## src/rtl/xmem_pkg.sv

```systemverilog
package xmem_pkg;
    typedef enum logic [2:0] {
        XS_IDLE,
        XS_ADDR,
        XS_STROBE,
        XS_WAIT,
        XS_FINISH
    } xstate_t;
endpackage

```

## src/rtl/xmem_ctl_reg.sv

```systemverilog
module xmem_ctl_reg (
    input  logic clk,
    input  logic rst_n,
    input  logic ctl_we,
    input  logic ctl_en_in,
    input  logic ctl_wait_in,
    output logic en_q,
    output logic wait_q
);
    always_ff @(posedge clk or negedge rst_n) begin
        if (!rst_n) begin
            en_q   <= 1'b0;
            wait_q <= 1'b0;
        end else if (ctl_we) begin
            en_q   <= ctl_en_in;
            wait_q <= ctl_wait_in;
        end
    end
endmodule

```

## src/rtl/xmem_fsm.sv

```systemverilog
module xmem_fsm
    import xmem_pkg::*;
#(
    parameter int AW = 16,
    parameter int DW = 8,
    parameter logic [AW-1:0] INT_TOP = 16'h0FFF,
    localparam int HW = AW - DW
) (
    input  logic          clk,
    input  logic          rst_n,
    input  logic          en,
    input  logic          wt,
    input  logic          req,
    input  logic          we,
    input  logic [AW-1:0] addr,
    input  logic [DW-1:0] wdata,
    input  logic [DW-1:0] bus_in,
    output logic          ale,
    output logic          rd_n,
    output logic          wr_n,
    output logic          lo_oe,
    output logic [DW-1:0] lo_out,
    output logic [HW-1:0] hi_out,
    output logic          done,
    output logic [DW-1:0] rdata
);
    xstate_t       state, nstate;
    logic [AW-1:0] addr_l;
    logic [DW-1:0] wdata_l;
    logic          we_l;
    logic          wait_l;
    logic          accept;
    logic          sample;

    assign accept = (state == XS_IDLE) && en && req && (addr > INT_TOP);
    assign sample = !we_l && (((state == XS_STROBE) && !wait_l) || (state == XS_WAIT));

    always_comb begin
        nstate = state;
        unique case (state)
            XS_IDLE:   if (accept) nstate = XS_ADDR;
            XS_ADDR:   nstate = XS_STROBE;
            XS_STROBE: nstate = wait_l ? XS_WAIT : XS_FINISH;
            XS_WAIT:   nstate = XS_FINISH;
            XS_FINISH: nstate = XS_IDLE;
            default:   nstate = XS_IDLE;
        endcase
    end

    always_ff @(posedge clk or negedge rst_n) begin
        if (!rst_n) state <= XS_IDLE;
        else        state <= nstate;
    end

    always_ff @(posedge clk or negedge rst_n) begin
        if (!rst_n) begin
            addr_l  <= '0;
            wdata_l <= '0;
            we_l    <= 1'b0;
            wait_l  <= 1'b0;
            rdata   <= '0;
        end else begin
            if (accept) begin
                addr_l  <= addr;
                wdata_l <= wdata;
                we_l    <= we;
                wait_l  <= wt;
            end
            if (sample) rdata <= bus_in;
        end
    end

    always_comb begin
        ale    = 1'b0;
        rd_n   = 1'b1;
        wr_n   = 1'b1;
        lo_oe  = 1'b0;
        lo_out = wdata_l;
        done   = 1'b0;
        hi_out = addr_l[AW-1:DW];
        unique case (state)
            XS_IDLE: ;
            XS_ADDR: begin
                ale    = 1'b1;
                lo_oe  = 1'b1;
                lo_out = addr_l[DW-1:0];
            end
            XS_STROBE, XS_WAIT: begin
                rd_n  = we_l;
                wr_n  = !we_l;
                lo_oe = we_l;
            end
            XS_FINISH: begin
                lo_oe = we_l;
                done  = 1'b1;
            end
            default: ;
        endcase
    end

    assert_strobe_excl_R10: assert property (@(posedge clk) disable iff (!rst_n)
        !(!rd_n && !wr_n));
    assert_done_pulse_R9: assert property (@(posedge clk) disable iff (!rst_n)
        done |=> !done);
    assert_done_after_strobe_R5: assert property (@(posedge clk) disable iff (!rst_n)
        done |-> $past(!rd_n || !wr_n));
    assert_strobe_after_ale_R4: assert property (@(posedge clk) disable iff (!rst_n)
        ($fell(rd_n) || $fell(wr_n)) |-> $past(ale));
    assert_write_hold_R7: assert property (@(posedge clk) disable iff (!rst_n)
        $rose(wr_n) |-> lo_oe);
    assert_read_release_R6: assert property (@(posedge clk) disable iff (!rst_n)
        $rose(rd_n) |-> !lo_oe);
    assert_ext_only_R8: assert property (@(posedge clk) disable iff (!rst_n)
        ale |-> ({hi_out, lo_out} > INT_TOP));
endmodule

```

## src/rtl/xmem_pinmux.sv

```systemverilog
module xmem_pinmux #(
    parameter int W = 8
) (
    input  logic         en,
    input  logic [W-1:0] bus_out,
    input  logic         bus_oe,
    input  logic [W-1:0] gp_out,
    input  logic [W-1:0] gp_dir,
    output logic [W-1:0] pin_out,
    output logic [W-1:0] pin_oe
);
    for (genvar i = 0; i < W; i++) begin : g_bit
        assign pin_out[i] = en ? bus_out[i] : gp_out[i];
        assign pin_oe[i]  = en ? bus_oe     : gp_dir[i];
    end
endmodule

```

## src/rtl/xmem_bridge.sv

```systemverilog
module xmem_bridge #(
    parameter int AW = 16,
    parameter int DW = 8,
    parameter logic [AW-1:0] INT_TOP = 16'h0FFF,
    localparam int HW = AW - DW
) (
    input  logic          clk,
    input  logic          rst_n,
    input  logic          ctl_we,
    input  logic          ctl_en_in,
    input  logic          ctl_wait_in,
    input  logic          req,
    input  logic          req_we,
    input  logic [AW-1:0] req_addr,
    input  logic [DW-1:0] req_wdata,
    output logic [DW-1:0] rsp_rdata,
    output logic          rsp_done,
    input  logic [DW-1:0] gpa_out,
    input  logic [DW-1:0] gpa_dir,
    input  logic [HW-1:0] gpc_out,
    input  logic [HW-1:0] gpc_dir,
    input  logic [DW-1:0] pa_in,
    output logic [DW-1:0] pa_out,
    output logic [DW-1:0] pa_oe,
    output logic [HW-1:0] pc_out,
    output logic [HW-1:0] pc_oe,
    output logic          ale,
    output logic          rd_n,
    output logic          wr_n
);
    logic          en_q, wait_q;
    logic          lo_oe;
    logic [DW-1:0] lo_out;
    logic [HW-1:0] hi_out;

    xmem_ctl_reg u_ctl (
        .clk(clk), .rst_n(rst_n), .ctl_we(ctl_we), .ctl_en_in(ctl_en_in),
        .ctl_wait_in(ctl_wait_in), .en_q(en_q), .wait_q(wait_q)
    );

    xmem_fsm #(.AW(AW), .DW(DW), .INT_TOP(INT_TOP)) u_fsm (
        .clk(clk), .rst_n(rst_n), .en(en_q), .wt(wait_q), .req(req),
        .we(req_we), .addr(req_addr), .wdata(req_wdata), .bus_in(pa_in),
        .ale(ale), .rd_n(rd_n), .wr_n(wr_n), .lo_oe(lo_oe), .lo_out(lo_out),
        .hi_out(hi_out), .done(rsp_done), .rdata(rsp_rdata)
    );

    xmem_pinmux #(.W(DW)) u_mux_a (
        .en(en_q), .bus_out(lo_out), .bus_oe(lo_oe), .gp_out(gpa_out),
        .gp_dir(gpa_dir), .pin_out(pa_out), .pin_oe(pa_oe)
    );

    xmem_pinmux #(.W(HW)) u_mux_c (
        .en(en_q), .bus_out(hi_out), .bus_oe(1'b1), .gp_out(gpc_out),
        .gp_dir(gpc_dir), .pin_out(pc_out), .pin_oe(pc_oe)
    );

    assert_disabled_quiet_R2: assert property (@(posedge clk) disable iff (!rst_n)
        !en_q |-> (!ale && !rsp_done));
endmodule

```

## config.mk

```make
export PLATFORM = sky130hd
export DESIGN_NAME = xmem_bridge
export DESIGN_NICKNAME = d
export VERILOG_FILES = /design/src/rtl/xmem_pkg.sv /design/src/rtl/xmem_ctl_reg.sv /design/src/rtl/xmem_fsm.sv /design/src/rtl/xmem_pinmux.sv /design/src/rtl/xmem_bridge.sv
export SDC_FILE = /design/constraint.sdc
export NUM_CORES = 1
export LEC_CHECK = 0
export ABC_AREA = 1
export BUFFER_PORTS_ARGS = -buffer_cell sky130_fd_sc_hd__buf_2
export CAP_MARGIN = 20
export CORE_MARGIN = 1.5
export CORE_UTILIZATION = 49
export DETAILED_ROUTE_END_ITERATION = 10
export GPL_ROUTABILITY_DRIVEN = 0
export PLACE_DENSITY = 0.86
export SLEW_MARGIN = 20
export SYNTH_ARGS = -nofsm -noshare
export SYNTH_HDL_FRONTEND = slang
export SYNTH_SLANG_ARGS = --single-unit
export TNS_END_PERCENT = 5
```

## constraint.sdc

```tcl
create_clock -name clk -period 3.59 [get_ports clk]
set_input_delay 0.718 -clock clk [delete_from_list [all_inputs] [get_ports clk]]
set_output_delay 0.718 -clock clk [all_outputs]
set_load 0.05 [all_outputs]
```

# Word level (Yosys, flattened, before mapping)
# Index checks and enable logic that the tools add are counted.
word_totals:
  register_bits: 39
  latchBits: 0
  ramBits: 0
  mem_bits_ro: 0
  input_bits: 71
  output_inout_bits: 44
  word_cells: 66
  mem_count: 0
classes:
  addsub: 0
  mul: 0
  div: 0
  n_lt_le_gt_ge: 1
  eq_ne: 5
  n_shift: 0
  n_mux: 41
  bitwise_logic: 0
  n_reduce_logical: 11
ops:
  columns: ["operator", "n"]
  rows:
  - ["1-bit 2-to-1 mux", 36]
  - ["16-bit by 12-bit greater-than comparator with 1-bit output (second input constant)", 1]
  - ["3-bit case mux with 4 select lines", 1]
  - ["8-bit 2-to-1 mux", 1]
  - ["3-bit by 2-bit equality test with 1-bit output (second input constant)", 2]
  - ["3-bit 2-to-1 mux", 2]
  - ["1-bit logical AND", 5]
  - ["3-bit by 1-bit equality test with 1-bit output (second input constant)", 1]
  - ["3-bit equality test (second input constant)", 1]
  - ["3-bit logical NOT", 1]
  - ["3-bit OR reduction", 1]
  - ["1-bit logical NOT", 2]
  - ["2-bit by 1-bit inequality test with 1-bit output (second input constant)", 1]
  - ["1-bit case mux with 2 select lines", 1]
  - ["2-bit OR reduction", 1]
  - ["1-bit logical OR", 1]

# Longest topological paths before layout
# Gate-level depths: netlist of run 1.
depth:
  word_depth: 6
  ltp_mapped: 8
  ltp_nobuf: 6

# Hierarchy
# From an unflattened synthesis of run 1, not the netlist that was laid out.
unflattened:
  cells_unflattened: 305
  hier_area_um2: 2288.4
by_module_without_submodules:
  columns: ["mod", "n_inst", "cells_per_inst", "area_per_inst_um2", "seq_area_each_um2"]
  rows:
  - ["xmem_fsm", 1, 207, 1795.5, 925.9]
  - ["xmem_pinmux", 2, 44, 206.4, 0.0]
  - ["xmem_ctl_reg", 1, 9, 76.3, 50.0]
  - ["xmem_bridge", 1, 1, 3.8, 0.0]

# Least setup slack after synthesis of run 1
# Ideal clock, no wire load.
synth_path:
  path_kind: "register to output"
  startpoint: "register u_fsm.state[2]"
  endpoint: "output port pa_oe[0]"
  t_arrival_ps: 1815
  required_time_ps: 2872
  slack_ps: 1057
  stages_incl_launch_ff: 7
  path_buffers: 1
  path_cell_list: "dfrtp_1 inv_1 buf_4 nand3_1 nand3_1 nand2_2 nand2_1"
synth_between:
  elab_chain_len: 4
  elab_cells_between_ends: 7
  classes_between: "4 x eq/ne; 2 x mux; 1 x reduce/logical"
synth_rtl:
  columns: ["item", "line", "rtl"]
  rows:
  - ["start, declared", "xmem_fsm.sv:27", "xstate_t state, nstate;"]
  - ["start signal, assigned", "xmem_fsm.sv:52", "else state <= nstate;"]
  - ["3-bit equality test or 3-bit by 2-bit equality test with 1-bit output (tied branches)", "xmem_fsm.sv:81", "unique case (state)"]
  - ["3-bit OR reduction (no source line)", null, null]
  - ["1-bit case mux with 2 select lines (*)", "xmem_fsm.sv:81", null]
  - ["1-bit 2-to-1 mux (*)", "xmem_pinmux.sv:14", "assign pin_oe[i] = en ? bus_oe : gp_dir[i];"]
  - ["end, declared", "xmem_bridge.sv:24", "output logic [DW-1:0] pa_oe,"]
# Mark *: on every way between the ends. The rest lies on a longest branch, timed or not.

# Worst setup path after layout of run 1
layout_path:
  startpoint: "register u_fsm.state[2]"
  endpoint: "output port pa_oe[1]"
# The elaborated chain is that of the path after synthesis.

==> out/metrics.cfg, run 1 <==
[status]
status = finished clean

[critical_path]
critPathRequiredTime_ns = 2.87
start_kind = register
reg2reg_slack_ns = 1.83
cp.arrival_ns = 2.11
crit_path_end_kind = output pin
crit_fanout = 11
path_buf_inv = 2
criticalPathCategory = reg -> out
r2r_end = u_fsm.wdata_l[7]
cp_slowest_stage_delay_ns = 0.46
crit_top_cell = nand3_1
ff2ff_path_depth = 6
cp_cell_sequence = inv_1 > nand3_1 > nand3_1 > nand2_2 > nand2_1 > buf_2
crit_path_top_delay_cell = dfrtp_1
r2r-start = u_ctl.en_q
crit_family = simple AND/OR/NAND/NOR gates

[worst_hold_path]
hold_path_class = reg -> reg
holdPathEnd = u_fsm.addr_l[13]
hold_path_depth = 2
min_from = u_fsm.addr_l[13]

[logic_synthesis]
synth_fa_ha_area_share_pct = 0
synthCells = 295
synth_area_um2 = 2180
yosys-top-cells-area = dfrtp_1 45%, nand2_1 23%, nand4_1 9.7%, inv_1 4.8%, o21ai_2 3.2%
synth_top_area_share_pct = 44.7
ys_seq_area_share_pct = 44.7
synth_cell_types = 21
syn_nets = 366
synthArstFlopShare_pct = 100
synth_compound_area_share_pct = 3.44
synth_enable_flop_cells = 0
synth_ff_type = dfrtp_1
synthMuxAreaShare_pct = 0.516
synth_xor_area_share_pct = 0
synth_top_area_cell = dfrtp_1
synth-seq-cells = 39
yosysWarnings = 0
synth_top_family_by_area = simple AND/OR/NAND/NOR gates
yosys.cell_count.top_type = nand2_1
avgSynthCellArea_um2 = 7.40
synth_top_cells_by_count = 131 x nand2_1, 39 x dfrtp_1, 34 x nand4_1, 28 x inv_1, 13 x nand3_1
synthSimpleGateAreaFrac_pct = 41.7

[layout]
seqCellArea_um2 = 976
diodes = 0
drive_gt1_share_pct = 36.5
syn_to_final_growth_pct = 28.9
final_core_utilization_pct = 65.0
multi_input_area_um2 = 996
nFillCells = 393
final_nets = 470

[power]
total_power_mw = 2.36
p_seq_share_pct = 32.3
p_clk_share_pct = 12.2
p_sw_share_pct = 53.1
power.density_nw_per_um2 = 839
netSwitchingPower_mw = 1.25
p_comb_share_pct = 55.5
leakage_nw = 1.72
vdd_drop_max_v = 0.000391
p_int_mw = 1.11

[timing]
skew_ns = 0.00491
setup-tns-final_ns = 0
timing.fmax_mhz = 354
tightest_slew_ns = 0.920
period_needed_ns = 2.83
finalCritPeriodShare_pct = 78.8
rsz0062_at_grt = false
hold_violations = 0
maxSlewViolCount = 0
slew_headroom_pct = 38.5
finalSetupViolations = 0

[placed_design]
dp_hpwl_um = 3890
numPortBuffers = 114

[routing]
firstDrtPassIters = 4
via_per_inst = 5.04
vias = 2277
routed_wl_um = 5420
drcViolationCount = 0
drt_iter0_markers = 164
ant_nets = 0
wl_per_cell_um = 12.0

[clocking]
clkSlewWorstSetupHoldPaths_ns = 0.08
ctsResizeCount = 0
ctsHoldBuffers = 0
htreeDepth = 2
post_cts_buffers = 0
worstSkewPairLatency_ns = 0.29
clock_path_buffers = 2
cts_buffers = 5
cts.sinks = 39
clock-root-buffer = clkbuf_8
cts_tree = built

[die]
die_x_um = 69.7
rows = 24
initial_utilization_pct = 50.5
core_um2 = 4320
die_area_um2 = 4860
fp.dieH_um = 69.7
io_pins = 115

[global_routing]
grt_pass1_vias = 2040
grt_pass1_wl_um = 8820
grt_usage_pct = 22.4
grt_max_degree = 40
overflow = 0
antenna_found_initial = 0

[job]
drv_cap = 0

[worst register-to-register path: cells and delay by family (launching register included)]
family | cells | cell delay (ns)
buf+inv | 2 | 0.62
flops | 1 | 0.34
simple gates | 4 | 0.68
[cell families (layout without fill, tap and decap cells)]
kind of cell    count (synthesis)  in the layout
flops                          39             39
buf+inv                        49            154
compound gates                  9              9
simple gates                  197            197
mux                             1              1
[power by group through the flow]
| stage | logic, mW | clock network (mW) | registers [mW] |
|---|---|---|---|
| 3_3_place_gp | 1.29 | 0 | 0.758 |
| 5_1_grt | 1.41 | 0.310 | 0.789 |
| 2_1_floorplan | 0.915 | 0 | 0.889 |
| 4_1_cts | 1.31 | 0.290 | 0.762 |
| 6_report | 1.31 | 0.287 | 0.763 |
| 3_5_place_dp | 1.31 | 0 | 0.769 |
[placed cells by master, fill, tap and decap left out]
cell type and instances:
nand2_2 1, nand3_1 13, nor2_1 5, clkbuf_1 2
or2_2 8, nand2_1 131, and2_1 1, inv_1 28
buf_2 114, inv_2 3, clkbuf_8 5, o21ai_0 1
buf_4 1, o21ai_2 8, nand4_1 34, nand3_4 1
mux2_2 1, dfrtp_1 39, nand2_4 1, nor2_8 1
nand3_2 1, clkinv_2 1
[final cells by class]
class,count,area share [%]
sequential,39,34.7
tap,52,2.31
timing repair buffer,115,20.6
inverter,31,4.14
multi-input combinational,207,35.4
clock buffer,7,2.71
clock inverter,1,0.178
[sequential cells by signal, summed over array words and instances, names as in the netlist]
signal / flops
u_ctl.wait_q: 1
u_fsm.wdata_l: 8
u_fsm.state: 3
u_fsm.rdata: 8
u_fsm.addr_l: 16
u_fsm.we_l: 1
u_fsm.wait_l: 1
u_ctl.en_q: 1
[per-layer routing]
layer,up-vias,GRT usage (%),routed length [µm]
li1,1141,-,-
met1,1044,29.2,2310
met2,84,36.8,2690
met3,8,4.22,321
met4,0,9.40,96
met5,-,0,0
[stage by stage]
step                      std cells  hold WS, ns  setup WS [ns]  cell area, µm²
after detailed placement        444        0.458           1.09            2730
after global placement          444        0.455           1.19            2730
after CTS                       452        0.477          0.773            2810
final                           452        0.473          0.762            2810
after floorplan                 295        0.422           1.06            2180
after global routing            452        0.495          0.597            2810
[worst max-delay path by stage]
| stage | slack, ns | from | end | cells after the start |
|---|---|---|---|---|
| 3_5_place_dp | 1.09 | u_fsm.state[2] | pa_oe[7] | 6 |
| 3_3_place_gp | 1.19 | u_fsm.state[2] | pa_oe[4] | 6 |
| 4_1_cts | 0.77 | u_fsm.state[2] | pa_oe[7] | 6 |
| 2_1_floorplan | 1.06 | u_fsm.state[2] | pa_oe[0] | 6 |
| 6_report | 0.76 | u_fsm.state[2] | pa_oe[1] | 6 |
| 5_1_grt | 0.60 | u_fsm.state[2] | pa_oe[3] | 6 |
Note: power is estimated with default switching activity, not from simulation.
==> run 2: changes to the inputs <==
--- a/config.mk
+++ b/config.mk
@@ -9,10 +9,10 @@
 export BUFFER_PORTS_ARGS = -buffer_cell sky130_fd_sc_hd__buf_2
 export CAP_MARGIN = 20
 export CORE_MARGIN = 1.5
-export CORE_UTILIZATION = 49
+export CORE_UTILIZATION = 41
 export DETAILED_ROUTE_END_ITERATION = 10
 export GPL_ROUTABILITY_DRIVEN = 0
-export PLACE_DENSITY = 0.86
+export PLACE_DENSITY = 0.77
 export SLEW_MARGIN = 20
 export SYNTH_ARGS = -nofsm -noshare
 export SYNTH_HDL_FRONTEND = slang
==> constraint.sdc (replaced) <==
create_clock -name clk -period 2.4 [get_ports clk]
set_input_delay 0.48 -clock clk [delete_from_list [all_inputs] [get_ports clk]]
set_output_delay 0.48 -clock clk [all_outputs]
set_load 0.05 [all_outputs]
==> run 2 against run 1 <==
Net effect: core utilization shrank 8.1 points; count of clock-buffer cells in the layout grew 1; cell count increased by 4.9%; via count is 0.97% lower; worst setup slack got worse by 0.63 ns; power is 54% higher; routed wire length grew 4.2%; first-iteration DRC count fell by 30%; flip-flop and latch count did not move; largest cell class unchanged.
==> out/metrics.cfg, run 2 (synthesized netlist as in run 1, its figures left out) <==
[clocking]
cts.sinks = 39  ; unchanged
clock_path_buffers = 2  ; unchanged
clkSlewWorstSetupHoldPaths_ns = 0.07  ; was 0.08 ns
cts_tree = built  ; unchanged
cts_buffers = 5  ; unchanged
worstSkewPairLatency_ns = 0.29  ; about the same
clock-root-buffer = clkbuf_8  ; unchanged
htreeDepth = 2  ; unchanged
ctsHoldBuffers = 0  ; unchanged

[timing]
period_needed_ns = 2.27
rsz0062_at_grt = false  ; unchanged
hold_violations = 0  ; unchanged
hold_slack_ns = 0.299  ; was 0.473 ns
finalCritPeriodShare_pct = 94.4
skew_ns = 0.00623  ; was 0.00491 ns
finalSetupViolations = 0  ; unchanged
tightest_slew_ns = 0.869  ; was 0.920 ns
slew_headroom_pct = 42.1  ; was 38.5%
timing.final.ws_setup_ns = 0.134  ; was 0.762 ns
timing.fmax_mhz = 441
maxSlewViolCount = 0  ; unchanged
setup-tns-final_ns = 0  ; unchanged

[critical_path]
criticalPathCategory = reg -> out  ; unchanged
setup.worst_path.start = u_fsm.state[2]  ; unchanged
critPathRequiredTime_ns = 1.92  ; was 2.87 ns
crit_path_end_kind = output pin  ; unchanged
crit_fanout = 10  ; was 11
cp.arrival_ns = 1.79  ; was 2.11 ns
r2r-start = u_ctl.en_q  ; unchanged
start_kind = register  ; unchanged

[die]
io_pins = 115  ; unchanged
die_x_um = 76.0  ; was 69.7 µm
core_um2 = 5110  ; was 4320 µm²
die_area_um2 = 5770  ; was 4860 µm²
initial_utilization_pct = 42.7  ; was 50.5%
fp.dieH_um = 76.0  ; was 69.7 µm
rows = 26  ; was 24

[global_routing]
antenna_found_initial = 0  ; unchanged
grt_pass1_vias = 2165  ; was 2,040
overflow = 0  ; unchanged
grt_max_degree = 40  ; unchanged
grt_usage_pct = 20.8  ; was 22.4%
grt_pass1_wl_um = 9670  ; was 8820 µm

[routing]
drcViolationCount = 0  ; unchanged
via_per_inst = 4.76  ; was 5.04
wl_per_cell_um = 11.9  ; was 12.0 µm
vias = 2255  ; was 2,277
routed_wl_um = 5650  ; was 5420 µm
drt_iter0_markers = 114  ; was 164
ant_nets = 0  ; unchanged
firstDrtPassIters = 4  ; unchanged

[layout]
nFillCells = 494  ; was 393
final_nets = 474  ; was 470
largestRegisters = u_fsm.addr_l x16, u_fsm.rdata x8, u_fsm.wdata_l x8  ; unchanged
diodes = 0  ; unchanged
drive_gt1_share_pct = 37.6  ; was 36.5%
largest_register_ffs = 16  ; unchanged
final_cell_mix = 131 x nand2_1, 114 x buf_2, 39 x dfrtp_1  ; unchanged
syn_to_final_growth_pct = 33.3  ; was 28.9%
final_common_cell = nand2_1  ; unchanged
largest_register = u_fsm.addr_l  ; unchanged
final_cells = 474  ; was 452

[placed_design]
dp_hpwl_um = 4150  ; was 3890 µm
place_inst = 466  ; was 444
pre_cts_ws_ns = 0.321  ; was 1.09 ns
numPortBuffers = 114  ; unchanged

[job]
drv_cap = 0  ; unchanged

[worst_hold_path]
hold_path_class = in -> async  ; was reg -> reg

[power]
power.density_nw_per_um2 = 1250  ; was 839 nW/µm²
leakage_nw = 1.75  ; was 1.72 nW
vdd_drop_max_v = 0.000578  ; was 0.000391 V
total_power_mw = 3.63  ; was 2.36 mW

[status]
status = finished clean  ; unchanged

-- run 2: changes by cell type in the layout (fill, tap and decap cells not counted), sizes merged --
cell / previous run / this run
clkbuf: 7 / 8
clkinv: 1 / 0
buf: 115 / 119
-- run 2: what timing repair did --
item | 4_1_cts | 5_1_grt
resized for setup | 1 | 1
setup buffers | 0 | 0
endpoints found under the setup margin | 2 | 1
-- run 2: per-layer routing --
layer / routed length [µm] / GRT usage [%] / vias to the layer above
met3: 350 / 3.86 / 9
met1: 2430 / 25.6 / 1009
met4: 99 / 7.78 / 0
met5: 0 / 0 / -
li1: - / - / 1151
met2: 2770 / 36.1 / 86
-- run 2: path summary, 6_finish.rpt --
check / slack [ns] / endpoint / depth (start not counted)
worst min register to register: 0.47 / u_fsm.wdata_l[3] / 2
worst max-delay path: 0.13 / pa_oe[4] / 7
worst max register to register: 0.59 / u_fsm.addr_l[5] / 6
max in group asynchronous: 1.55 / u_fsm.rdata[5] / 1
min in group clk: 0.40 / u_ctl.en_q / 3
worst min-delay path: 0.30 / u_fsm.rdata[1] / 1
-- run 2: final cells by class --
type                       count  area (µm²)  area share, %
timing repair buffer         119         621           21.3
sequential                    39         976           33.5
tap                           70        87.6           3.01
clock buffer                   8         100           3.44
inverter                      31         116           4.00
multi-input combinational    207        1010           34.7
-- run 2: where the power goes --
part           leakage, nW  internal [mW]  switching [mW]  total (mW)
combinational         1.21          0.532            1.49        2.02
clock               0.0515          0.262           0.215       0.477
sequential           0.485          0.951           0.181        1.13
total                 1.75           1.75            1.89        3.63
-- run 2: worst max-delay path, stage by stage (launching register included) --
cell and delay, ns:
dfrtp_1 0.47, inv_1 0.14, buf_4 0.18, nand3_1 0.10
nand3_1 0.13, nand2_2 0.13, nand2_1 0.09, buf_2 0.26
-- run 2: metrics by stage --
stage	util (%)	instance area, µm²
after global placement	54.8	2800
final	57.0	2910
after floorplan	-	2180
after CTS	56.8	2900
after global routing	57.0	2910
after detailed placement	54.8	2800
==> run 3: changes to the inputs <==
--- a/config.mk
+++ b/config.mk
@@ -6,7 +6,7 @@
 export NUM_CORES = 1
 export LEC_CHECK = 0
 export ABC_AREA = 1
-export BUFFER_PORTS_ARGS = -buffer_cell sky130_fd_sc_hd__buf_2
+export BUFFER_PORTS_ARGS = -buffer_cell sky130_fd_sc_hd__buf_4
 export CAP_MARGIN = 20
 export CORE_MARGIN = 1.5
 export CORE_UTILIZATION = 41
==> run 3 against run 2 <==
Net effect: cell area is 8.6% higher; power is 3.1% higher; via count is 1.0% higher; clock skew is 0.0019 ns lower; worst setup slack better by 0.046 ns; routed wire length is 1.8% higher; non-clock buffer count is 1 lower; die area stayed put; hold slack worse by 0.16 ns; count of clock-buffer cells in the layout is 3 lower; largest cell class unchanged; largest power group unchanged.
==> out/metrics.cfg, run 3 (synthesized netlist as in run 1, its figures left out) <==
[clocking]
worstSkewPairLatency_ns = 0.30  ; was 0.29 ns
clock_path_buffers = 2  ; unchanged
htreeDepth = 2  ; unchanged
cts_tree = built  ; unchanged
ctsHoldBuffers = 0  ; unchanged
clkSlewWorstSetupHoldPaths_ns = 0.08  ; was 0.07 ns
cts_buffers = 5  ; unchanged
post_cts_buffers = 0  ; unchanged
clock-root-buffer = clkbuf_8  ; unchanged
cts.sinks = 39  ; unchanged

[timing]
rsz0062_at_grt = false  ; unchanged
timing.final.ws_setup_ns = 0.179  ; was 0.134 ns
setup-tns-final_ns = 0  ; unchanged
skew_ns = 0.00436  ; was 0.00623 ns
timing.fmax_mhz = 450  ; was 441 MHz
maxSlewViolCount = 0  ; unchanged
finalSetupViolations = 0  ; unchanged
slew_headroom_pct = 49.1  ; was 42.1%
hold_violations = 0  ; unchanged
finalCritPeriodShare_pct = 92.5  ; was 94.4%
tightest_slew_ns = 0.762  ; was 0.869 ns
hold_slack_ns = 0.138  ; was 0.299 ns
period_needed_ns = 2.22  ; was 2.27 ns

[routing]
wl_per_cell_um = 12.2  ; was 11.9 µm
ant_nets = 0  ; unchanged
routed_wl_um = 5750  ; was 5650 µm
drt_iter0_markers = 128  ; was 114
vias = 2278  ; was 2,255
firstDrtPassIters = 4  ; unchanged
via_per_inst = 4.82  ; was 4.76
drcViolationCount = 0  ; unchanged

[global_routing]
overflow = 0  ; unchanged
grt_pass1_vias = 2197  ; was 2,165
grt_max_degree = 40  ; unchanged
grt_pass1_wl_um = 9840  ; was 9670 µm
antenna_found_initial = 0  ; unchanged
grt_usage_pct = 20.9  ; was 20.8%

[critical_path]
crit_path_end_kind = output pin  ; unchanged
criticalPathCategory = reg -> out  ; unchanged
ff2ff_path_depth = 6  ; unchanged
crit_fanout = 10  ; unchanged
critPathRequiredTime_ns = 1.92  ; about the same
setup.worst_path.start = u_fsm.state[2]  ; unchanged
start_kind = register  ; unchanged
cp.arrival_ns = 1.74  ; was 1.79 ns
r2r-start = u_fsm.state[0]  ; was u_ctl.en_q

[die]
rows = 26  ; unchanged
initial_utilization_pct = 42.7  ; unchanged
io_pins = 115  ; unchanged
core_um2 = 5110  ; unchanged
die_area_um2 = 5770  ; unchanged
fp.dieH_um = 76.0  ; unchanged
die_x_um = 76.0  ; unchanged

[layout]
nFillCells = 477  ; was 494
seqCellArea_um2 = 976  ; unchanged
final_area_um2 = 3160  ; was 2910 µm²
largestRegisters = u_fsm.addr_l x16, u_fsm.rdata x8, u_fsm.wdata_l x8  ; unchanged
diodes = 0  ; unchanged
syn_to_final_growth_pct = 44.8  ; was 33.3%
final_cells = 473  ; was 474
final_cell_mix = 131 x nand2_1, 118 x buf_4, 39 x dfrtp_1  ; was 131 x nand2_1, 114 x buf_2, 39 x dfrtp_1
largest_register_ffs = 16  ; unchanged
largest_register = u_fsm.addr_l  ; unchanged
drive_gt1_share_pct = 37.7  ; was 37.6%
final_common_cell = nand2_1  ; unchanged
multi_input_area_um2 = 1000  ; was 1010 µm²
final_core_utilization_pct = 61.9  ; was 57.0%
final_nets = 473  ; was 474

[job]
drv_cap = 0  ; unchanged

[placed_design]
post_dp_cell_area_um2 = 3060  ; was 2800 µm²
place_inst = 465  ; was 466
dp_hpwl_um = 4340  ; was 4150 µm
pre_cts_ws_ns = 0.366  ; was 0.321 ns
numPortBuffers = 114  ; unchanged

[power]
power.density_nw_per_um2 = 1180  ; was 1250 nW/µm²
vdd_drop_max_v = 0.000549  ; was 0.000578 V
leakage_nw = 1.82  ; was 1.75 nW
total_power_mw = 3.74  ; was 3.63 mW

[status]
status = finished clean  ; unchanged

[worst_hold_path]
hold_path_class = in -> async  ; unchanged

-- run 3: path summary, 6_finish.rpt --
kind                       slack (ns)                to
setup / recovery                 0.18          pa_oe[4]
hold / removal                   0.14    u_fsm.rdata[1]
setup reg to reg                 0.70        u_fsm.we_l
hold reg to reg                  0.48  u_fsm.addr_l[13]
max in group asynchronous        1.92  u_fsm.addr_l[11]
min in group clk                 0.40        u_ctl.en_q
-- run 3: final cells by class --
cell class / instances / share of cell area, %
Inverter: 31 / 3.68
Timing Repair Buffer: 118 / 28.0
Multi-Input combinational cell: 207 / 31.7
Clock inverter: 3 / 0.752
Sequential cell: 39 / 30.9
Tap cell: 70 / 2.77
Clock buffer: 5 / 2.18
-- run 3: worst max-delay path, cell delays in order (launching register included) --
cell,delay (ns)
dfrtp_1,0.47
inv_1,0.12
buf_4,0.17
nand3_1,0.13
nand3_1,0.13
nand2_2,0.13
nand2_1,0.11
buf_4,0.20
-- run 3: where the power goes --
part,internal (mW),switching (mW),total (mW),leakage (nW)
Clock,0.208,0.251,0.459,0.0408
Sequential,0.950,0.198,1.15,0.485
Combinational,0.666,1.47,2.14,1.30
Total,1.82,1.92,3.74,1.82
-- run 3: routing by layer --
layer / global-route usage (%) / up-vias / share of wire [%]
li1: - / 1149 / -
met1: 25.0 / 1053 / 43
met4: 6.11 / 0 / 1.3
met2: 37.8 / 70 / 50
met5: 0 / - / 0
met3: 4.34 / 6 / 5.7
-- run 3: what timing repair did --
action,4_1_cts,5_1_grt
gates resized for setup,0,1
setup endpoints to repair,0,13
endpoints found under the hold margin,0,0
